==> config.mk <==
export PLATFORM = sky130hd
export DESIGN_NAME = irq_level_arb
export DESIGN_NICKNAME = d
export VERILOG_FILES = /design/src/rtl/irq_level_arb.sv
export SDC_FILE = /design/constraint.sdc
export NUM_CORES = 1
export LEC_CHECK = 0
export BUFFER_PORTS_ARGS = -buffer_cell sky130_fd_sc_hd__buf_2
export CORE_AREA = 2 2 85 87
export DETAILED_ROUTE_END_ITERATION = 10
export DIE_AREA = 0 0 87 89
export PLACE_DENSITY_LB_ADDON = 0.25
export RECOVER_POWER = 25
export SYNTH_ARGS = -nofsm -noshare
export SYNTH_HDL_FRONTEND = slang
export SYNTH_SLANG_ARGS = --single-unit
==> constraint.sdc <==
create_clock -name clk -period 9 [get_ports clk]
set_input_delay 1.8 -clock clk [delete_from_list [all_inputs] [get_ports clk]]
set_output_delay 1.8 -clock clk [all_outputs]
set_load 0.02 [all_outputs]
==> src/rtl/irq_level_arb.sv <==
module irq_level_arb #(
  parameter int LVL_N    = 16,
  parameter int MASK_W   = 4,
  parameter int TL_W     = 3,
  parameter int TT_W     = 9,
  parameter int IDX_W    = 7,
  parameter int EXT_BASE = 'h40,
  parameter int TICK_LVL = 14
) (
  input  logic              clk,
  input  logic              rst_n,
  input  logic [LVL_N-1:0]  ext_lvl_i,
  input  logic [MASK_W-1:0] mask_lvl_i,
  input  logic              int_en_i,
  input  logic              vec_pend_i,
  input  logic [TL_W-1:0]   trap_lvl_i,
  input  logic [TT_W-1:0]   cur_tt_i,
  input  logic              swi_set_i,
  input  logic              swi_clr_i,
  input  logic              swi_wr_i,
  input  logic [LVL_N:0]    swi_data_i,
  output logic [LVL_N:0]    swi_q_o,
  output logic              irq_req_o,
  output logic [IDX_W-1:0]  irq_tt_o
);
  localparam int SW_W  = LVL_N + 1;
  localparam int LVL_W = $clog2(LVL_N);

  logic [SW_W-1:0]  swi_q, swi_nx;
  logic [LVL_N-1:0] pend;
  logic [SW_W-1:0]  thresh;
  logic             below, tick, blocked;
  logic [LVL_W-1:0] top;
  logic [IDX_W-1:0] new_tt;

  always_comb begin
    swi_nx = swi_q;
    if (swi_wr_i)       swi_nx = swi_data_i;
    else if (swi_clr_i) swi_nx = swi_q & ~swi_data_i;
    else if (swi_set_i) swi_nx = swi_q | swi_data_i;
  end

  assign tick   = swi_nx[0] | swi_nx[LVL_N];
  assign pend   = ext_lvl_i | {swi_nx[LVL_N-1:1], 1'b0}
                | (tick ? (LVL_N'(1) << TICK_LVL) : '0);
  assign thresh = SW_W'(2) << mask_lvl_i;
  assign below  = {1'b0, pend} < thresh;

  always_comb begin
    top = '0;
    for (int i = 0; i < LVL_N; i++)
      if (pend[i]) top = LVL_W'(i);
  end

  assign new_tt  = IDX_W'(EXT_BASE) | IDX_W'(top);
  assign blocked = (trap_lvl_i != '0)
                && (cur_tt_i[TT_W-1:4] == (TT_W-4)'(EXT_BASE >> 4))
                && (cur_tt_i > TT_W'(new_tt));

  always_ff @(posedge clk or negedge rst_n) begin
    if (!rst_n) begin
      swi_q     <= '0;
      irq_req_o <= 1'b0;
      irq_tt_o  <= '0;
    end else begin
      swi_q <= swi_nx;
      if (vec_pend_i) begin
        irq_req_o <= irq_req_o;
      end else if (below || !int_en_i) begin
        irq_req_o <= 1'b0;
        irq_tt_o  <= '0;
      end else if (!blocked && irq_tt_o != new_tt) begin
        irq_req_o <= 1'b1;
        irq_tt_o  <= new_tt;
      end
    end
  end

  assign swi_q_o = swi_q;
endmodule

Word level (Yosys, flattened, before mapping)
Index checks and enable logic that the tools add are counted.
Widths: inputs -> output; s select.
{ "word_totals": {"n_memories": 0, "rom_bits": 0, "latch_bits": 0, "ram_bits": 0, "regBits": 25} }
{ "classes": {"reduce_logical": 9, "n_bitwise": 7, "shift": 1, "n_div": 0, "mul": 0, "addsub": 0, "magnitude_cmp": 2, "mux": 23, "eq_ne": 2} }
{ "ops": {"columns": ["op", "count"], "rows": [
  ["$mux 4", 14],
  ["$mux 17", 3],
  ["$and 17x17->17", 1],
  ["$lt 16x17->1", 1],
  ["$not 17->17", 1],
  ["$or 17x17->17", 1],
  ["$shl 2x4->17 const A", 1],
  ["$or 16x15->16", 1],
  ["$or 16x16->16", 1],
  ["$mux 15", 1],
  ["$mux 7", 2],
  ["$gt 9x7->1", 1],
  ["$ne 7x7->1", 1],
  ["$eq 5x3->1 const B", 1],
  ["$logic_and 1x1->1", 3],
  ["$mux 1", 3],
  ["$reduce_bool 3->1", 1],
  ["$logic_not 1->1", 2],
  ["$reduce_and 2->1", 1],
  ["$reduce_bool 2->1", 1],
  ["$logic_or 1x1->1", 1],
  ["$not 1->1", 1],
  ["$or 1x1->1", 1]
]} }

Depth between registers and ports, before layout
Gate-level depths: netlist of the first run.
{ "logic_depth": {"word_depth": 28, "depth_mapped": 20} }

Worst setup path after synthesis of the first run
No wires, ideal clock.
{ "synth_path": {"path_type": "input -> register", "startpoint": "in swi_set_i", "endpoint": "reg irq_tt_o[3]", "arrival_ns": 4.681, "n_path_buf": 2, "path_slack_ns": 4.193, "t_required_ns": 8.874, "cell_stages": 16, "path_cell_list": "buf_2 buf_4 a2bb2oi_1 o32a_4 o311a_1 nand4b_4 a211oi_2 ha_1 nor2b_1 o21ai_0 nand2b_1 a21oi_1 or4_1 inv_1 or2_2 a311o_1"} }
{ "synth_between": {"elab_chain_cells": 26, "word_cells_on_any_way": 33, "cone_classes": "order compare: 2; eq/ne: 1; mux: 21; bitwise: 3; reduce/logical: 6"} }
{ "synth_lines": {"columns": ["item", "line", "text"], "rows": [
  ["start, declared", "18", "input logic swi_set_i,"],
  ["$mux 17 *", "40", "else if (swi_set_i) swi_nx = swi_q | swi_data_i;"],
  ["$mux 17 *", "39", "else if (swi_clr_i) swi_nx = swi_q & ~swi_data_i;"],
  ["$mux 17 *", "38", "if (swi_wr_i) swi_nx = swi_data_i;"],
  ["$or 16x16->16", "44", "assign pend = ext_lvl_i | {swi_nx[LVL_N-1:1], 1'b0}"],
  ["$or 16x15->16 *", "45", "| (tick ? (LVL_N'(1) << TICK_LVL) : '0);"],
  ["$mux 1", "52", "if (pend[i]) top = LVL_W'(i);"],
  ["$mux 4 (14 in series)", "52", null],
  ["$gt 9x7->1", "58", "&& (cur_tt_i > TT_W'(new_tt));"],
  ["$logic_and 1x1->1", "58", null],
  ["$logic_not 1->1", "72", "end else if (!blocked && irq_tt_o != new_tt) begin"],
  ["$logic_and 1x1->1", "72", null],
  ["$reduce_bool 2->1 (no line)", null, null],
  ["$reduce_and 2->1 (no line)", null, null],
  ["end signal, assigned", "74", "irq_tt_o <= new_tt;"],
  ["end, declared", "24", "output logic [IDX_W-1:0] irq_tt_o"]
]} }
Mark *: on every way between the ends. The rest lies on a longest branch, timed or not. The select of a mux whose other input is x is not followed.
A chain may end at the register's enable or synchronous reset.

Worst setup path after layout of the first run
{ "layout_path": {"startpoint": "in swi_wr_i", "endpoint": "reg irq_tt_o[3]"} }
{ "layout_between": {"elab_chain_cells": 24, "word_cells_on_any_way": 31, "cone_classes": "order compare: 2; eq/ne: 1; mux: 19; bitwise: 3; reduce/logical: 6"} }
{ "layout_lines": {"columns": ["item", "line", "text"], "rows": [
  ["start, declared", "20", "input logic swi_wr_i,"],
  ["$mux 17 *", "38", null],
  ["$or 16x16->16", "44", null],
  ["$or 16x15->16 *", "45", null],
  ["$mux 1", "52", null],
  ["$mux 4 (14 in series)", "52", null],
  ["$gt 9x7->1", "58", null],
  ["$logic_and 1x1->1", "58", null],
  ["$logic_not 1->1", "72", null],
  ["$logic_and 1x1->1", "72", null],
  ["$reduce_bool 2->1 (no line)", null, null],
  ["$reduce_and 2->1 (no line)", null, null]
]} }
Marks and branches as above.

==> results of run 1 <==
-- per-layer routing --
metal  track usage, %  share of wire (%)  up-vias
met5                0                  0        -
met4             2.56               0.35        0
met3             2.86                5.0        2
met2             26.6                 46       55
met1             21.1                 48      990
li1                 -                  -     1100
-- flip-flops by register name, indices dropped and copies added, names as in the netlist --
| name | cells |
|---|---|
| irq_tt_o | 5 |
| swi_q_o | 17 |
-- kinds of logic (layout without fill, tap and decap cells) --
| logic type | Yosys count | count (layout) | share of synthesized area (%) |
|---|---|---|---|
| buffers and inverters | 37 | 105 | 7.67 |
| XOR/XNOR | 3 | 3 | 1.13 |
| other | 1 | 2 | 0.161 |
| adder cells (fa/ha/maj) | 19 | 19 | 10.2 |
| AND/OR/NAND/NOR | 95 | 95 | 26.1 |
| AO/OA/AOI/OAI | 79 | 79 | 31.2 |
| flip-flops | 22 | 22 | 23.6 |
-- area by class of cell --
type	instances	area [um2]
multi-input combinational	198	1610
timing repair buffer	77	384
fill	689	3940
tap	80	100
sequential	22	551
clock buffer	3	41.3
inverter	25	93.8
-- power by group through the flow --
stage          Combinational, W  Sequential (W)   Clock, W
2_1_floorplan         0.0000777        0.000133          0
3_3_place_gp           0.000130        0.000120          0
3_5_place_dp           0.000132        0.000121          0
4_1_cts                0.000133        0.000119  0.0000651
5_1_grt                0.000147        0.000120  0.0000692
6_report               0.000131        0.000119  0.0000619
-- metrics by stage --
stage	setup WS (ns)	hold WS, ns
6_report	3.79	0.565
2_1_floorplan	4.19	0.644
5_1_grt	3.30	0.586
4_1_cts	3.80	0.563
3_3_place_gp	3.54	0.534
3_5_place_dp	3.51	0.548
-- layout by cell type, fill, tap and decap left out, types with 4 or more instances in the layout --
| cell | netlist | layout |
|---|---|---|
| o21ai_0 | 8 | 8 |
| nor2b_1 | 16 | 16 |
| o22ai_1 | 4 | 4 |
| or2_2 | 6 | 6 |
| buf_2 | 5 | 76 |
| a2bb2oi_1 | 14 | 14 |
| nor3_1 | 4 | 4 |
| ha_1 | 19 | 19 |
| a21oi_1 | 5 | 5 |
| nor2_1 | 9 | 9 |
| o22a_1 | 11 | 11 |
| o32ai_1 | 4 | 4 |
| dfrtp_1 | 22 | 22 |
| nand2_1 | 13 | 13 |
| nand2b_1 | 4 | 4 |
| nand3_1 | 9 | 9 |
| o21a_1 | 4 | 4 |
| inv_1 | 22 | 22 |
-- critical path, cell delays in order --
cell and delay, ns:
buf_2 0.56, and2b_1 0.27, o32ai_1 0.47, nand2_1 0.17
a211oi_2 0.27, nor3_1 0.09, nor2_1 0.10, o21bai_1 0.09
ha_1 0.28, nand4_1 0.09, o31ai_1 0.07, or4_1 0.46
inv_1 0.10, nor2_1 0.09, nor4bb_1 0.13, a311o_1 0.33
-- worst paths after layout --
check,from,endpoint
min in group asynchronous,rst_n,irq_tt_o[0]
max reg2reg,swi_q_o[2],irq_tt_o[3]
min,irq_tt_o[6],irq_tt_o[6]
max in group asynchronous,rst_n,swi_q_o[11]
max,swi_wr_i,irq_tt_o[3]
min reg2reg,irq_tt_o[6],irq_tt_o[6]
==> metrics, run 1 <==
Post-CTS Setup Bufs=0; Arr. time, crit path=5.36 ns; routed wire length=5970 um; clock root buffer=clkbuf_8; DR pass1 iterations=4; worst-margin pin slew=1.31 ns; Leak=1.28 nW; final instance area=0.00278 mm2; Slew headroom=12.3%; area post-placement=0.00274 mm2; CTS Buf Count=3; Sink Count=22; Pint=0.000196 W; Crit Path Class=in2reg; vias in the first global route=2048; layout cell share with drive strength beyond 1=32.6%; initial antenna violation count=0; Switching Power=0.000116 W; antenna-violating nets left=0; Peak VDD IR=0.0488 mV; Finished Core Util=41.3%; first-pass GRT wire length=9740 um; cell area after synthesis=0.00233 mm2; Die ar.=0.00774 mm2; Period minus WS final=5.21 ns; number of max-cap violations=0; Final #Nets=402; Vias=2147; CTS tree=done; PD cells=112 mW/mm2; Starting DRT DRC Count=125; Worst-Skew Late Latency=0.26 ns; WHS Path Cells=1; gpl congestion=0.785; Die H=89 um; RSZ-0062 raised after global routing=false; IO buf count=77; total power=0.000312 W; Final period util=57.9%; Initial Utilization=34.7%; final hold vios=0; Yosys top cell by area=dfrtp_1; Sw Share=37.1%; CTS max path bufs=2; status=finished, final reports clean; Post-synth EDFFs=0; post-cts resize count=0; Tot GR Track Use=15.6%; Comb power frac=42.1%; Post-Route Setup TNS=0 ns; antenna fix cells=0; CP startpoint kind=input pin; Layout Cells excl Fill=405; Clk pwr share=19.8%; clock skew=0.00268 ns; critical path data required time=9.15 ns; worst reg2reg path depth=14; gr ovfl total=0; Synth async-reset ratio=100%; Ys Warns=0; dpl cells=402; hold-fix buffers at CTS=0; die width=87 um; Area Overhead vs Synth=19.0%; Fmax achieved=0.192 GHz; # setup viols final=0; top post-synthesis cells by area=dfrtp_1 (24%), ha_1 (10%), a2bb2oi_1 (5.3%), nor2b_1 (4.3%), o22a_1 (4.1%); Syn Area/Cell=9.11 um2; CTS H-Tree Depth=1; largest net degree at the start of global routing=46; Commonest cells post-synth=dfrtp_1 (22), inv_1 (22), ha_1 (19); vias per cell=5.30; Core ar.=0.00672 mm2; critical path peak fanout=45; Worst setup EP type=flip-flop; share of the synthesized area in the top cell type=23.6%; fin. max-slew vios=0; hold crit path type=reg2reg; register area share after synthesis=23.6%; Seq pwr share=38.1%; mean routed wirelength per cell=14.8 um; Syn Inst Count=256; Yosys reg bits=22; Yosys cell types=66; r2r setup slk=5.54 ns; row count=30; post-DP HPWL=4710 um; IO Pins=81; DRC viols=0; top_reg_cell synth=dfrtp_1; clk slew on worst S/H paths=0.08 ns
No activity file was read; power rests on OpenSTA's default activity.
==> run 2, diff against run 1 <==
Clock period 9 ns to 4.6 ns, I/O delays scaled along.
==> metrics, run 2 (same netlist as run 1, synthesis figures left out) <==
Area Overhead vs Synth=23.9%; Initial Utilization=34.7% (unchanged); Max stage delay cell, worst path=nor3_1; RR Startpoint=swi_q_o[2]; Die H=89 um (unchanged); critical path peak fanout=37 (-18%); first-pass GRT wire length=9840 um (+1.0%); Peak VDD IR=0.187 mV (+280%); post-cts resize count=0 (unchanged); IO buf count=77 (unchanged); Tot GR Track Use=15.7% (+0.071 points); DR pass1 iterations=4 (unchanged); Die ar.=0.00774 mm2 (unchanged); Final period util=91.1%; total power=0.000623 W (+100%); Vias=2241 (+4.4%); largest net degree at the start of global routing=38 (-17%); RSZ-0062 raised after global routing=false; vias in the first global route=2178 (+6.3%); critical path's largest stage delay=0.64 ns (+0.08 ns); Core ar.=0.00672 mm2 (unchanged); filler instances=687 (-0.29%); DRC viols=0 (unchanged); vias per cell=5.34 (+0.65%); Fmax achieved=0.239 GHz; worst reg2reg path depth=14 (unchanged); IO Pins=81 (unchanged); Sink Count=22 (unchanged); gpl congestion=0.801 (+2.1%); Worst setup EP type=flip-flop; Worst R2R End=irq_tt_o[3]; initial antenna violation count=0 (unchanged); clock root buffer=clkbuf_8; Finished Core Util=43.0% (+1.7 points); Min-Delay Endpoint=irq_tt_o[6]; CTS max path bufs=2 (unchanged); critical path data required time=4.80 ns (-4.35 ns); final hold vios=0 (unchanged); area post-placement=0.00285 mm2 (+4.1%); PD cells=216 mW/mm2 (+92%); Slew headroom=14.9% (+2.6 points); fin. max-slew vios=0 (unchanged); Final #Nets=417 (+3.7%); Leak=1.35 nW (+5.9%); row count=30 (unchanged); footprint of the multi-input gates=0.00161 mm2 (unchanged); layout cell share with drive strength beyond 1=35.6% (+3.0 points); worst-path cell chain=buf_2, buf_4, nor2b_1, o22ai_1, and4b_1, inv_2, ha_1, nand2_1, a211oi_1, o41ai_1, and3_1, nor3_1, nor4bb_1, a311o_1; most frequent cells in the layout=buf_2 (76), inv_1 (22), dfrtp_1 (22); die width=87 um (unchanged); Period minus WS final=4.19 ns; worst hold slack=0.561 ns (-0.00412 ns); CTS Buf Count=3 (unchanged); max reg flops=17 (unchanged); Hold Path Origin=irq_tt_o[6]; antenna-violating nets left=0 (unchanged); r2r setup slk=1.21 ns (-4.33 ns); Register Area=551 um2 (unchanged); CTS tree=done; hold-fix buffers at CTS=0 (unchanged); CP startpoint kind=input pin; clock skew=0.00351 ns (+0.000830 ns); clk slew on worst S/H paths=0.08 ns (about the same); routed wire length=5900 um (-1.2%); mean routed wirelength per cell=14.1 um (-4.7%); commonest non-fill, non-tap cell in the layout=buf_2; number of max-cap violations=0 (unchanged); Crit Path Class=in2reg; Worst-Skew Late Latency=0.26 ns (about the same); gr ovfl total=0 (unchanged); hold crit path type=reg2reg; final instance area=0.00289 mm2 (+4.1%); status=finished, final reports clean; # setup viols final=0 (unchanged); antenna fix cells=0 (unchanged); worst-margin pin slew=1.28 ns (-0.0389 ns); WHS Path Cells=1 (unchanged); Starting DRT DRC Count=69 (-45%); Post-CTS Setup Bufs=0 (unchanged); Post-Route Setup TNS=0 ns (unchanged); Arr. time, crit path=4.39 ns (-0.97 ns); CTS H-Tree Depth=1 (unchanged); post-DP HPWL=4780 um (+1.6%)
[run 2: worst max-delay path by stage]
| stage | from | to |
|---|---|---|
| global placement | swi_wr_i | irq_tt_o[2] |
| global route | swi_wr_i | irq_tt_o[3] |
| finish | swi_wr_i | irq_tt_o[3] |
| detailed placement | swi_wr_i | irq_tt_o[3] |
| floorplan | swi_set_i | irq_tt_o[3] |
| CTS | swi_wr_i | irq_tt_o[3] |
[run 2: through the flow]
step,instances,worst slack [ns]
global placement,417,0.164
CTS,420,0.410
detailed placement,417,0.122
global route,420,0.114
floorplan,257,0.673
finish,420,0.411
[run 2: critical path, delay by kind of cell]
family / cells / cell delay (ns)
AND/OR/NAND/NOR: 6 / 1.65
buffers and inverters: 3 / 0.84
adder cells (fa/ha/maj): 1 / 0.31
AO/OA/AOI/OAI: 4 / 0.65
[run 2: area by class of cell]
class	instances	share of cell area, %
multi-input cells	198	55.6
repair buffers	92	17.2
clock buffers	3	1.43
flip-flops and latches	22	19.1
inverters	25	3.25
well taps	80	3.46
[run 2: metal layers]
metal,global-route usage [%],wire (um),vias to the layer above,part of all wire [%]
li1,-,-,1139,-
met1,20.1,2850,1038,48
met2,27.5,2720,60,46
met3,3.60,285,4,4.8
met4,2.70,47,0,0.80
met5,0,0,-,0
[run 2: where the power goes]
part | leakage [nW] | total (W) | internal [W] | switching, W
Sequential | 0.263 | 0.000232 | 0.000214 | 0.0000178
Clock | 0.0216 | 0.000122 | 0.0000585 | 0.0000640
Combinational | 1.07 | 0.000268 | 0.000121 | 0.000147
Total | 1.35 | 0.000623 | 0.000394 | 0.000229
